$ cat config.mk
export PLATFORM = sky130hd
export DESIGN_NAME = mbit_uart_tx
export DESIGN_NICKNAME = d
export VERILOG_FILES = /design/src/rtl/mbit_pkg.sv /design/src/rtl/mbit_divider.sv /design/src/rtl/mbit_shifter.sv /design/src/rtl/mbit_ctrl.sv /design/src/rtl/mbit_uart_tx.sv
export SDC_FILE = /design/constraint.sdc
export NUM_CORES = 1
export LEC_CHECK = 0
export ABC_AREA = 1
export BUFFER_PORTS_ARGS = -buffer_cell sky130_fd_sc_hd__buf_2
export CAP_MARGIN = 15
export CORE_ASPECT_RATIO = 1.5
export CORE_MARGIN = 8
export CORE_UTILIZATION = 40
export DETAILED_ROUTE_END_ITERATION = 8
export PLACE_DENSITY_LB_ADDON = 0.3
export RECOVER_POWER = 25
export SYNTH_ARGS = -nofsm -noshare
export SYNTH_HDL_FRONTEND = slang
export SYNTH_HIERARCHICAL = 1
export SYNTH_SLANG_ARGS = --single-unit
$ cat constraint.sdc
create_clock -name clk -period 1.4 [get_ports clk]
set_clock_uncertainty 0.2 [all_clocks]
set_input_delay 0.14 -clock clk [delete_from_list [all_inputs] [get_ports clk]]
set_output_delay 0.14 -clock clk [all_outputs]
set_load 0.01 [all_outputs]
$ cat src/rtl/mbit_pkg.sv
package mbit_pkg;
  typedef enum logic [1:0] {
    TX_IDLE  = 2'd0,
    TX_WAIT  = 2'd1,
    TX_START = 2'd2,
    TX_DATA  = 2'd3
  } tx_state_e;
endpackage

$ cat src/rtl/mbit_divider.sv
module mbit_divider #(
  parameter int OVERSAMPLE = 16
) (
  input  logic clk,
  input  logic rst_n,
  input  logic os_tick,
  output logic roll
);
  localparam int CNT_W = $clog2(OVERSAMPLE);
  localparam logic [CNT_W-1:0] CNT_MAX = CNT_W'(OVERSAMPLE - 1);

  logic [CNT_W-1:0] cnt_q, cnt_d;

  always_comb begin
    cnt_d = cnt_q;
    if (os_tick) begin
      if (cnt_q == CNT_MAX) cnt_d = '0;
      else                  cnt_d = cnt_q + 1'b1;
    end
  end

  always_ff @(posedge clk or negedge rst_n) begin
    if (!rst_n) cnt_q <= '0;
    else        cnt_q <= cnt_d;
  end

  assign roll = os_tick && (cnt_q == CNT_MAX);

  // the counter moves only on ticks and wraps after OVERSAMPLE of them
  a_r9_count_step: assert property (@(posedge clk) disable iff (!rst_n)
    os_tick |=> (cnt_q == (($past(cnt_q) == CNT_MAX) ? '0 : CNT_W'($past(cnt_q) + 1'b1))));
  a_r9_count_hold: assert property (@(posedge clk) disable iff (!rst_n)
    !os_tick |=> $stable(cnt_q));
endmodule

$ cat src/rtl/mbit_shifter.sv
module mbit_shifter #(
  parameter int DATA_W = 8
) (
  input  logic              clk,
  input  logic              rst_n,
  input  logic              load,
  input  logic              shift,
  input  logic [DATA_W-1:0] load_data,
  output logic              out_bit,
  output logic              last
);
  localparam int SR_W = DATA_W + 1;

  logic [SR_W-1:0] sr_q, sr_d;

  always_comb begin
    sr_d = sr_q;
    if (load)       sr_d = {1'b1, load_data};
    else if (shift) sr_d = {1'b0, sr_q[SR_W-1:1]};
  end

  always_ff @(posedge clk or negedge rst_n) begin
    if (!rst_n) sr_q <= '0;
    else        sr_q <= sr_d;
  end

  assign out_bit = sr_q[0];
  // marker directly above the output bit, nothing but zeros above it
  assign last    = sr_q[1] && (sr_q[SR_W-1:2] == '0);

  // after a shift the top position has been refilled with zero
  a_r2_zero_fill: assert property (@(posedge clk) disable iff (!rst_n)
    (shift && !load) |=> (sr_q[SR_W-1] == 1'b0));
endmodule

$ cat src/rtl/mbit_ctrl.sv
module mbit_ctrl
  import mbit_pkg::*;
(
  input  logic clk,
  input  logic rst_n,
  input  logic roll,
  input  logic wr_en,
  input  logic clr_done,
  input  logic last,
  input  logic out_bit,
  output logic load,
  output logic shift,
  output logic txd,
  output logic busy,
  output logic done
);
  tx_state_e state_q, state_d;
  logic      done_q, done_d, set_done;

  always_comb begin
    state_d  = state_q;
    load     = 1'b0;
    shift    = 1'b0;
    set_done = 1'b0;
    unique case (state_q)
      TX_IDLE:  if (wr_en) begin
                  load    = 1'b1;
                  state_d = TX_WAIT;
                end
      TX_WAIT:  if (roll) state_d = TX_START;
      TX_START: if (roll) state_d = TX_DATA;
      TX_DATA:  if (roll) begin
                  shift = 1'b1;
                  if (last) begin
                    set_done = 1'b1;
                    state_d  = TX_IDLE;
                  end
                end
      default:  state_d = TX_IDLE;
    endcase
  end

  always_comb begin
    done_d = done_q;
    if (clr_done)      done_d = 1'b0;
    else if (set_done) done_d = 1'b1;
  end

  always_ff @(posedge clk or negedge rst_n) begin
    if (!rst_n) begin
      state_q <= TX_IDLE;
      done_q  <= 1'b0;
    end else begin
      state_q <= state_d;
      done_q  <= done_d;
    end
  end

  always_comb begin
    unique case (state_q)
      TX_START: txd = 1'b0;
      TX_DATA:  txd = out_bit;
      default:  txd = 1'b1;
    endcase
  end

  assign busy = (state_q != TX_IDLE);
  assign done = done_q;

  // done holds until cleared
  a_r5_done_sticky: assert property (@(posedge clk) disable iff (!rst_n)
    (done && !clr_done) |=> done);
  // a clear always leaves done low in the next cycle
  a_r6_clear_wins: assert property (@(posedge clk) disable iff (!rst_n)
    clr_done |=> !done);
  // busy only rises after a write strobe
  a_r7_busy_from_write: assert property (@(posedge clk) disable iff (!rst_n)
    $rose(busy) |-> $past(wr_en));
  // done only rises on a counter wrap, as the frame ends
  a_r4_done_on_roll: assert property (@(posedge clk) disable iff (!rst_n)
    $rose(done) |-> ($past(roll) && !busy));
endmodule

$ cat src/rtl/mbit_uart_tx.sv
module mbit_uart_tx #(
  parameter int DATA_W     = 8,
  parameter int OVERSAMPLE = 16
) (
  input  logic              clk,
  input  logic              rst_n,
  input  logic              os_tick,
  input  logic              wr_en,
  input  logic [DATA_W-1:0] wr_data,
  input  logic              clr_done,
  output logic              txd,
  output logic              busy,
  output logic              done
);
  logic roll, load, shift, out_bit, last;

  mbit_divider #(.OVERSAMPLE(OVERSAMPLE)) u_div (
    .clk(clk), .rst_n(rst_n), .os_tick(os_tick), .roll(roll)
  );

  mbit_shifter #(.DATA_W(DATA_W)) u_sr (
    .clk(clk), .rst_n(rst_n), .load(load), .shift(shift),
    .load_data(wr_data), .out_bit(out_bit), .last(last)
  );

  mbit_ctrl u_ctrl (
    .clk(clk), .rst_n(rst_n), .roll(roll), .wr_en(wr_en),
    .clr_done(clr_done), .last(last), .out_bit(out_bit),
    .load(load), .shift(shift), .txd(txd), .busy(busy), .done(done)
  );

  // line idles high
  a_r8_idle_high: assert property (@(posedge clk) disable iff (!rst_n)
    !busy |-> txd);
  // every falling edge on the line lands on a counter wrap
  a_r3_fall_on_roll: assert property (@(posedge clk) disable iff (!rst_n)
    $fell(txd) |-> $past(roll));
endmodule

# Word level (Yosys, flattened, before mapping)

Cells that the tools add are included.

Add/sub/neg operators: 1
Eq/ne operators: 9
Mux-type cells: 19
Reductions and logical operators: 8

Operators by type and width:

| operator                                                        | count |
|---|---|
| 9-bit two-way mux                                               | 2 |
| 2-bit two-way mux                                               | 5 |
| 2-bit inequality test, second input constant                    | 5 |
| 1-bit two-way mux                                               | 9 |
| 2-bit one-hot mux with 4 select lines                           | 1 |
| 7-bit zero test                                                 | 1 |
| 2-bit nonzero test                                              | 3 |
| 5-bit AND reduction                                             | 1 |
| 4-bit by 1-bit adder with 4-bit output, second input constant   | 1 |
| 2-bit == test, second input constant                            | 2 |
| 4-bit == test, second input constant                            | 1 |
| 4-bit two-way mux                                               | 1 |
| 2-bit by 1-bit == test with 1-bit output, second input constant | 1 |
| 1-bit logical AND                                               | 2 |
| 2-bit zero test                                                 | 1 |
| 1-bit one-hot mux with 2 select lines                           | 1 |

Register bits: 16
Input port bits: 13
Output and inout port bits: 3
Word-level logic and storage cells: 41

# Logic depth before layout (Yosys ltp)

Gate-level depths: netlist (run 1).

Word-level depth: 7
Mapped depth: 11

# Cells and area by module

The synthesis (run 1) kept the hierarchy.

Modules (own cells, without submodules):

| module       | instances | cells an instance | area each (µm²) |
|---|---|---|---|
| mbit_shifter | 1         | 58                | 454.2 |
| mbit_ctrl    | 1         | 38                | 254.0 |
| mbit_divider | 1         | 25                | 198.9 |

# Least setup slack after synthesis (run 1)

OpenSTA, ideal clock, no wires.

Path type: flip-flop to flip-flop
Start: register u_div.cnt_q[0]
End: register u_sr.sr_q[1]
Library setup time: 0.116 ns
Arrival time: 1.172 ns
Data required time: 1.084 ns
Setup slack: -0.089 ns
Stages on the path, launching flop included: 11
Path buffers: 1
Path through: dfrtp_1 > ha_1 > nand3_1 > nor2_1 > nand2_1 > inv_1 > buf_4 > nand2_1 > nand2_1 > nand2_1 > nand2_1

Cells in the longest elaborated chain, start to end: 5

Ends and longest elaborated chain:

| element                             | line               | RTL |
|---|---|---|
| from (decl)                         | mbit_divider.sv:12 | `logic [CNT_W-1:0] cnt_q, cnt_d;` |
| from (signal assigned)              | mbit_divider.sv:24 | `else cnt_q <= cnt_d;` |
| 4-bit == test                       | mbit_divider.sv:27 | `assign roll = os_tick && (cnt_q == CNT_MAX);` |
| 1-bit logical AND                   | mbit_divider.sv:27 |  |
| net roll                            | mbit_uart_tx.sv:15 | `logic roll, load, shift, out_bit, last;` |
| 1-bit two-way mux                   | mbit_ctrl.sv:32    | `TX_DATA: if (roll) begin` |
| 1-bit two-way mux                   | mbit_ctrl.sv:25    | `unique case (state_q)` |
| net shift                           | mbit_uart_tx.sv:15 |  |
| 2-bit nonzero test (no source line) | n/a                |  |
| to (signal assigned)                | mbit_shifter.sv:24 | `else sr_q <= sr_d;` |
| to (decl)                           | mbit_shifter.sv:14 | `logic [SR_W-1:0] sr_q, sr_d;` |

The timed path passes the listed nets, and every way through them passes these cells.
A chain may end at the register's enable or synchronous reset.

# Final worst setup path (run 1)

Start: register u_ctrl.state_q[0]
End: output busy

Cells in the longest elaborated chain, start to end: 1

Ends and longest elaborated chain:

| element                | line               | RTL |
|---|---|---|
| from (decl)            | mbit_ctrl.sv:17    | `tx_state_e state_q, state_d;` |
| from (signal assigned) | mbit_ctrl.sv:54    | `state_q <= state_d;` |
| 2-bit nonzero test     | mbit_ctrl.sv:67    | `assign busy = (state_q != TX_IDLE);` |
| to (decl)              | mbit_uart_tx.sv:12 | `output logic busy,` |

Every way passes these cells.

==> flow_summary.toml, run 1 <==
[power_and_ir_drop]
p_leak_nw = 0.803
p_per_area_nw_per_um2 = 1840
irDropWorstVdd_mv = 1.24

[synthesis]
synth_top_family_by_area = "simple AND/OR/NAND/NOR gates"
synthSimpleGateAreaFrac_pct = 36.3
synth.top_cell.area_share_pct = 44.1
synth_compound_area_share_pct = 2.21
ys_top_cells_by_area = "dfrtp_1 (44%), nand2_1 (18%), nand3_1 (10%)"
synthAdderAreaFrac_pct = 6.90
synth_xor_area_share_pct = 0.966
seq_area_frac_synth_pct = 44.1
synth_edf_count = 0
synth_top_cells_by_count = "nand2_1 (44), nand3_1 (19), dfrtp_1 (16), inv_1 (16), nor2_1 (8)"
yosysWarnings = 6
avgSynthCellArea_um2 = 7.50
synth_cells = 121
synth_fp_nets = 139
netlist_area_um2 = 907
synth_area_leader_cell = "dfrtp_1"
synth.distinct_cells = 15
muxShareOfSynthArea_pct = 0
synthArstFlopShare_pct = 100
yosys_most_used_dff = "dfrtp_1"
synth.most_common_cell = "nand2_1"
ys_ff_latch = 16

[grt]
grt_max_degree = 17
grtUsageTotal_pct = 14.3
grt-ovfl-total = 0
antenna_found_initial = 0
grt_pass1_wl_um = 4350
grt_pass1_vias = 1035

[layout]
final_util_pct = 70.2
finalNetCount = 198
stdcell_count = 202
num-fill-cells = 180
diodes = 0
syn_to_final_growth_pct = 68.8
drive_gt1_share_pct = 43.6

[sta]
drv_slew = 0
rsz0062_at_grt = "yes"
worst_slew_pin_slew_ns = 0.411
hold_viol_final = 0
fin_crit_ns = 1.64
relSlewSlack_pct = 72.6
max_freq_ghz = 0.610
worst_slack_ns = -0.239
setup_viol = 14
fin_crit_sh_pct = 117

[outcome]
status = "complete, but fails checks"
violations = "negative setup slack"

[clocking]
clk_pin_slew_ns = 0.09
h-tree-depth = 1
cts_buffers = 3
clk_latency_ns = 0.29
root_buffer = "clkbuf_4"
cts_tree = "done"
clock_sinks = 16
clockBufferDepth = 2

[routing]
avgRoutedWirePerCell_um = 12.4
firstDrtPassIters = 4
drt_iter0_drc = 26
ant_nets = 0
drc = 0
via_per_inst = 4.73
vias = 955
routed_wl_um = 2500

[die]
rows = 21
dieWidth_um = 54.9
core_um2 = 2180
die_y_um = 74.3
initial_core_util_pct = 41.6
dieArea_um2 = 4080
ios = 16

[setup_path]
cp.arrival_ns = 1.30
path_class = "reg2out"
crit_chain = "inv_2 -> ha_2 -> buf_4 -> inv_1 -> buf_2"
end_kind = "output port"
startpoint_type = "flip-flop"
crit_family = "flip-flops"
critPathMaxStageDelay_ns = 0.46
worstPathMaxFanout = 4
slowest_stage = "dfrtp_2"
path_buf_inv = 4
critPathRequiredTime_ns = 1.06

[worst_hold_path]
hold_path.class = "in2reg"

[job]
drv_cap = 0

[place]
dp_cells = 176
port_buffers = 15
hpwl_um = 1630
place.gp.congestion = 0.827
-- routing by layer --
layer / vias up / routed length (um) / track usage [%]
li1: 490 / - / -
met1: 442 / 958 / 14.4
met2: 19 / 1410 / 26.3
met3: 4 / 91 / 2.80
met4: 0 / 45 / 6.59
met5: - / 0 / 0
-- power breakdown --
group | internal (W) | leakage (nW) | switching, W
Sequential | 0.000676 | 0.195 | 0.000169
Combinational | 0.000865 | 0.587 | 0.000794
Clock | 0.000158 | 0.0210 | 0.000150
-- kinds of logic (layout without fill, tap and decap cells) --
group                    count (synthesis)  in the layout
XOR/XNOR                                 1              1
flip-flops                              16             16
adder cells (fa/ha/maj)                  5              5
AND/OR/NAND/NOR                         75             76
buffers and inverters                   20             77
AO/OA/AOI/OAI                            4              4
-- metrics by stage --
| step | TNS, ns | worst slack (ns) | area (um2) | power, W | hold WS, ns |
|---|---|---|---|---|---|
| 6_report | -2.23 | -0.239 | 1530 | 0.00281 | 0.0387 |
| 5_1_grt | -3.29 | -0.327 | 1530 | 0.00305 | 0.115 |
| 2_1_floorplan | -0.474 | -0.0557 | 921 | 0.00149 | -0.356 |
| 3_3_place_gp | -1.12 | -0.102 | 1170 | 0.00201 | -0.127 |
| 4_1_cts | -1.86 | -0.247 | 1490 | 0.00266 | 0.00252 |
| 3_5_place_dp | -2.07 | -0.182 | 1170 | 0.00209 | -0.126 |
-- final cells by class --
| cell class | count | area (um2) | share of cell area, % |
|---|---|---|---|
| clock buffers | 4 | 36.3 | 2.37 |
| inverters | 18 | 72.6 | 4.74 |
| multi-input cells | 86 | 526 | 34.3 |
| flip-flops and latches | 16 | 403 | 26.3 |
| well taps | 23 | 28.8 | 1.88 |
| repair buffers | 55 | 465 | 30.4 |
-- cell usage in the layout (no fill, tap or decap), types with 4 or more instances in the layout --
cell type / instances
nand2_1: 36
buf_4: 21
nand3_1: 16
buf_2: 14
dfrtp_1: 14
dlygate4sd3_1: 12
inv_1: 11
nand2_2: 8
inv_2: 6
nor2_1: 6
buf_6: 4
-- timing repair --
| item | in CTS | in global routing |
|---|---|---|
| gates resized for setup | 27 | 9 |
| endpoints found under the hold margin | 28 | 0 |
| pin swaps | 13 | 12 |
| gates cloned | 2 | 0 |
| buffers inserted | 6 | 2 |
| hold buffers | 12 | 0 |
| setup endpoints to repair | 14 | 14 |
-- sequential cells by signal (all words and copies together) (netlist names) --
register and count:
u_ctrl/state_q 2, u_ctrl/done 1, u_sr/sr_q 9, u_div/cnt_q 4
-- worst register-to-register path, delay by kind of cell (launching register included) --
family	cells	cell delay [ns]
and+or+nand+nor	5	0.32
DFF	1	0.46
adders and majority gates	1	0.19
buffers and inverters	3	0.32
-- path summary, 6_finish.rpt --
check	end	from	depth (start not counted)	slack, ns
max	busy	u_ctrl/state_q[0]$_DFFE_PN0P_	5	-0.24
min	u_div/cnt_q[3]$_DFFE_PN0P_	os_tick	5	0.04
max reg2reg	u_ctrl/state_q[0]$_DFFE_PN0P_	u_ctrl/state_q[0]$_DFFE_PN0P_	9	-0.18
min reg2reg	u_sr/sr_q[0]$_DFFE_PN0P_	u_sr/sr_q[0]$_DFFE_PN0P_	2	0.32
max in group asynchronous	u_ctrl/state_q[1]$_DFFE_PN0P_	rst_n	2	0.59
min in group asynchronous	u_sr/sr_q[4]$_DFFE_PN0P_	rst_n	2	0.10
(Power assumes the default switching activity.)
==> inputs of run 2 (changes only) <==
- CORE_UTILIZATION: 40 -> 29
==> run 2 against run 1 <==
The run still ends with negative setup slack left. Sequential cell count unchanged. Maximum frequency is 4.3% higher. Combinational power decreased by 13%. Global-route usage decreased by 5.2 points. Final cell count is 5.0% higher. Clock-buffer cell count is 1 lower. Design area down 2.0%. Die area increased by 28%. Hold slack worse by 0.0068 ns. Total power fell by 6.5%. First-iteration DRC count is 7.7% higher. Critical path type unchanged. Highest routed layer unchanged.
==> flow_summary.toml, run 2 (same netlist as run 1, synthesis figures left out) <==
[place]
dpl-instance-area_um2 = 1180
port_buffers = 15
hpwl_um = 1600
place.gp.congestion = 0.775

[die]
die_y_um = 84.5
core_um2 = 3070
dieArea_um2 = 5210
ios = 16
rows = 25
dieWidth_um = 61.7
initial_core_util_pct = 29.6

[layout]
final_common_cell = "nand2_1"
top_register = "u_sr/sr_q"
finalNetCount = 192
multiInputGateArea_um2 = 524
stdcell_area_um2 = 1500
largest_reg_flops = 9
num-fill-cells = 315
drive_gt1_share_pct = 37.2
final_util_pct = 48.9
largestRegisters = "u_sr/sr_q x9, u_div/cnt_q x4, u_ctrl/state_q x2"
diodes = 0
seqCellArea_um2 = 400
mostFrequentLayoutCells = "nand2_1 (38), nand3_1 (18), buf_4 (17)"
syn_to_final_growth_pct = 65.4

[grt]
grt_max_degree = 17
grtUsageTotal_pct = 9.12
grt-ovfl-total = 0
grt_pass1_vias = 929
grt_pass1_wl_um = 3770
antenna_found_initial = 0

[sta]
setup_viol = 14
worst_slew_pin_slew_ns = 0.417
rsz0062_at_grt = "yes"
relSlewSlack_pct = 72.2
hold_viol_final = 0
drv_slew = 0
worst_slack_ns = -0.171
fin_crit_ns = 1.57
max_freq_ghz = 0.636
fin_crit_sh_pct = 112

[setup_path]
end_kind = "output port"
critPathRequiredTime_ns = 1.06
startpoint_type = "flip-flop"
cp.arrival_ns = 1.23
path_class = "reg2out"
worstPathMaxFanout = 3

[clocking]
cts_buffers = 3
cts_tree = "done"
h-tree-depth = 1
clockBufferDepth = 2
clk_pin_slew_ns = 0.06
root_buffer = "clkbuf_8"
clk_latency_ns = 0.24
clock_sinks = 16

[power_and_ir_drop]
p_int_w = 0.00161
combPwrFrac_pct = 55.0
p_per_area_nw_per_um2 = 1750
p_leak_nw = 0.773
p_switching_w = 0.00101
clkPwrFrac_pct = 13.0
seqPwrFrac_pct = 32.0
irDropWorstVdd_mv = 0.668
p_sw_share_pct = 38.5

[outcome]
status = "complete, but fails checks"
violations = "negative setup slack"

[routing]
drc = 0
firstDrtPassIters = 4
via_per_inst = 4.43
routed_wl_um = 2220
avgRoutedWirePerCell_um = 10.5
drt_iter0_drc = 28
ant_nets = 0
vias = 940

[worst_hold_path]
hold_path.class = "in2reg"

[job]
drv_cap = 0
[run 2: changes by cell type in the layout (fill, tap and decap cells not counted), moves of 2 or more]
cell	delta
buf_4	-4
clkbuf_4	-3
nand3_2	-3
clkbuf_8	+2
dfrtp_1	+2
dfrtp_2	-2
inv_1	+2
inv_2	-2
nand2_1	+2
nand2_2	-2
nand3_1	+2
[run 2: through the flow]
step / cells / TNS (ns) / setup WS [ns] / power (W) / hold WS, ns
after global placement: 191 / -1.13 / -0.123 / 0.00199 / -0.122
after global routing: 212 / -2.44 / -0.226 / 0.00286 / 0.0296
after detailed placement: 191 / -1.62 / -0.162 / 0.00202 / -0.116
after floorplan: 121 / -0.474 / -0.0557 / 0.00149 / -0.356
after CTS: 210 / -1.87 / -0.189 / 0.00255 / 0.00780
final: 212 / -1.41 / -0.171 / 0.00263 / 0.0319
[run 2: timing repair]
| item | in CTS | in global routing |
|---|---|---|
| pin swaps | 8 | 5 |
| endpoints found under the setup margin | 14 | 14 |
| hold buffers | 11 | 0 |
| endpoints found under the hold margin | 27 | 0 |
| cloned | 2 | 0 |
| resized for setup | 17 | 11 |
| buffers inserted | 3 | 2 |
[run 2: power by group through the flow]
| stage | Sequential, W | Clock (W) | Combinational, W |
|---|---|---|---|
| after CTS | 0.000819 | 0.000358 | 0.00137 |
| after detailed placement | 0.000814 | 0 | 0.00121 |
| after global routing | 0.000862 | 0.000379 | 0.00162 |
| after floorplan | 0.000815 | 0 | 0.000677 |
| final | 0.000841 | 0.000340 | 0.00145 |
| after global placement | 0.000805 | 0 | 0.00118 |
[run 2: worst paths after layout]
| path | start | endpoint | slack (ns) | depth (start not counted) |
|---|---|---|---|---|
| setup / recovery | u_ctrl/state_q[0]$_DFFE_PN0P_ | txd | -0.17 | 4 |
| setup reg to reg | u_ctrl/state_q[0]$_DFFE_PN0P_ | u_sr/sr_q[4]$_DFFE_PN0P_ | -0.15 | 8 |
| max in group asynchronous | rst_n | u_ctrl/state_q[0]$_DFFE_PN0P_ | 0.54 | 2 |
| hold reg to reg | u_sr/sr_q[0]$_DFFE_PN0P_ | u_sr/sr_q[0]$_DFFE_PN0P_ | 0.30 | 2 |
| hold / removal | os_tick | u_div/cnt_q[0]$_DFFE_PN0P_ | 0.03 | 3 |
| min in group asynchronous | rst_n | u_sr/sr_q[4]$_DFFE_PN0P_ | 0.16 | 2 |
[run 2: critical path, stage by stage (launching register included)]
cell and delay [ns]:
dfrtp_1 0.43, ha_4 0.19, buf_4 0.13, o21ai_2 0.11, buf_2 0.13
[run 2: area by class of cell]
class                           count  area share (%)
Sequential cell                    16            26.7
Multi-Input combinational cell     86            34.9
Timing Repair Buffer               49            27.6
Clock buffer                        3            2.75
Tap cell                           40            3.34
Inverter                           18            4.67
[run 2: per-layer routing]
layer  track usage [%]  up-vias  share of wire (%)
met5                 0        -                  0
met4              5.21        0                1.9
met3              1.38        2                3.3
met2              15.2       27                 53
met1              10.2      436                 42
li1                  -      475                  -
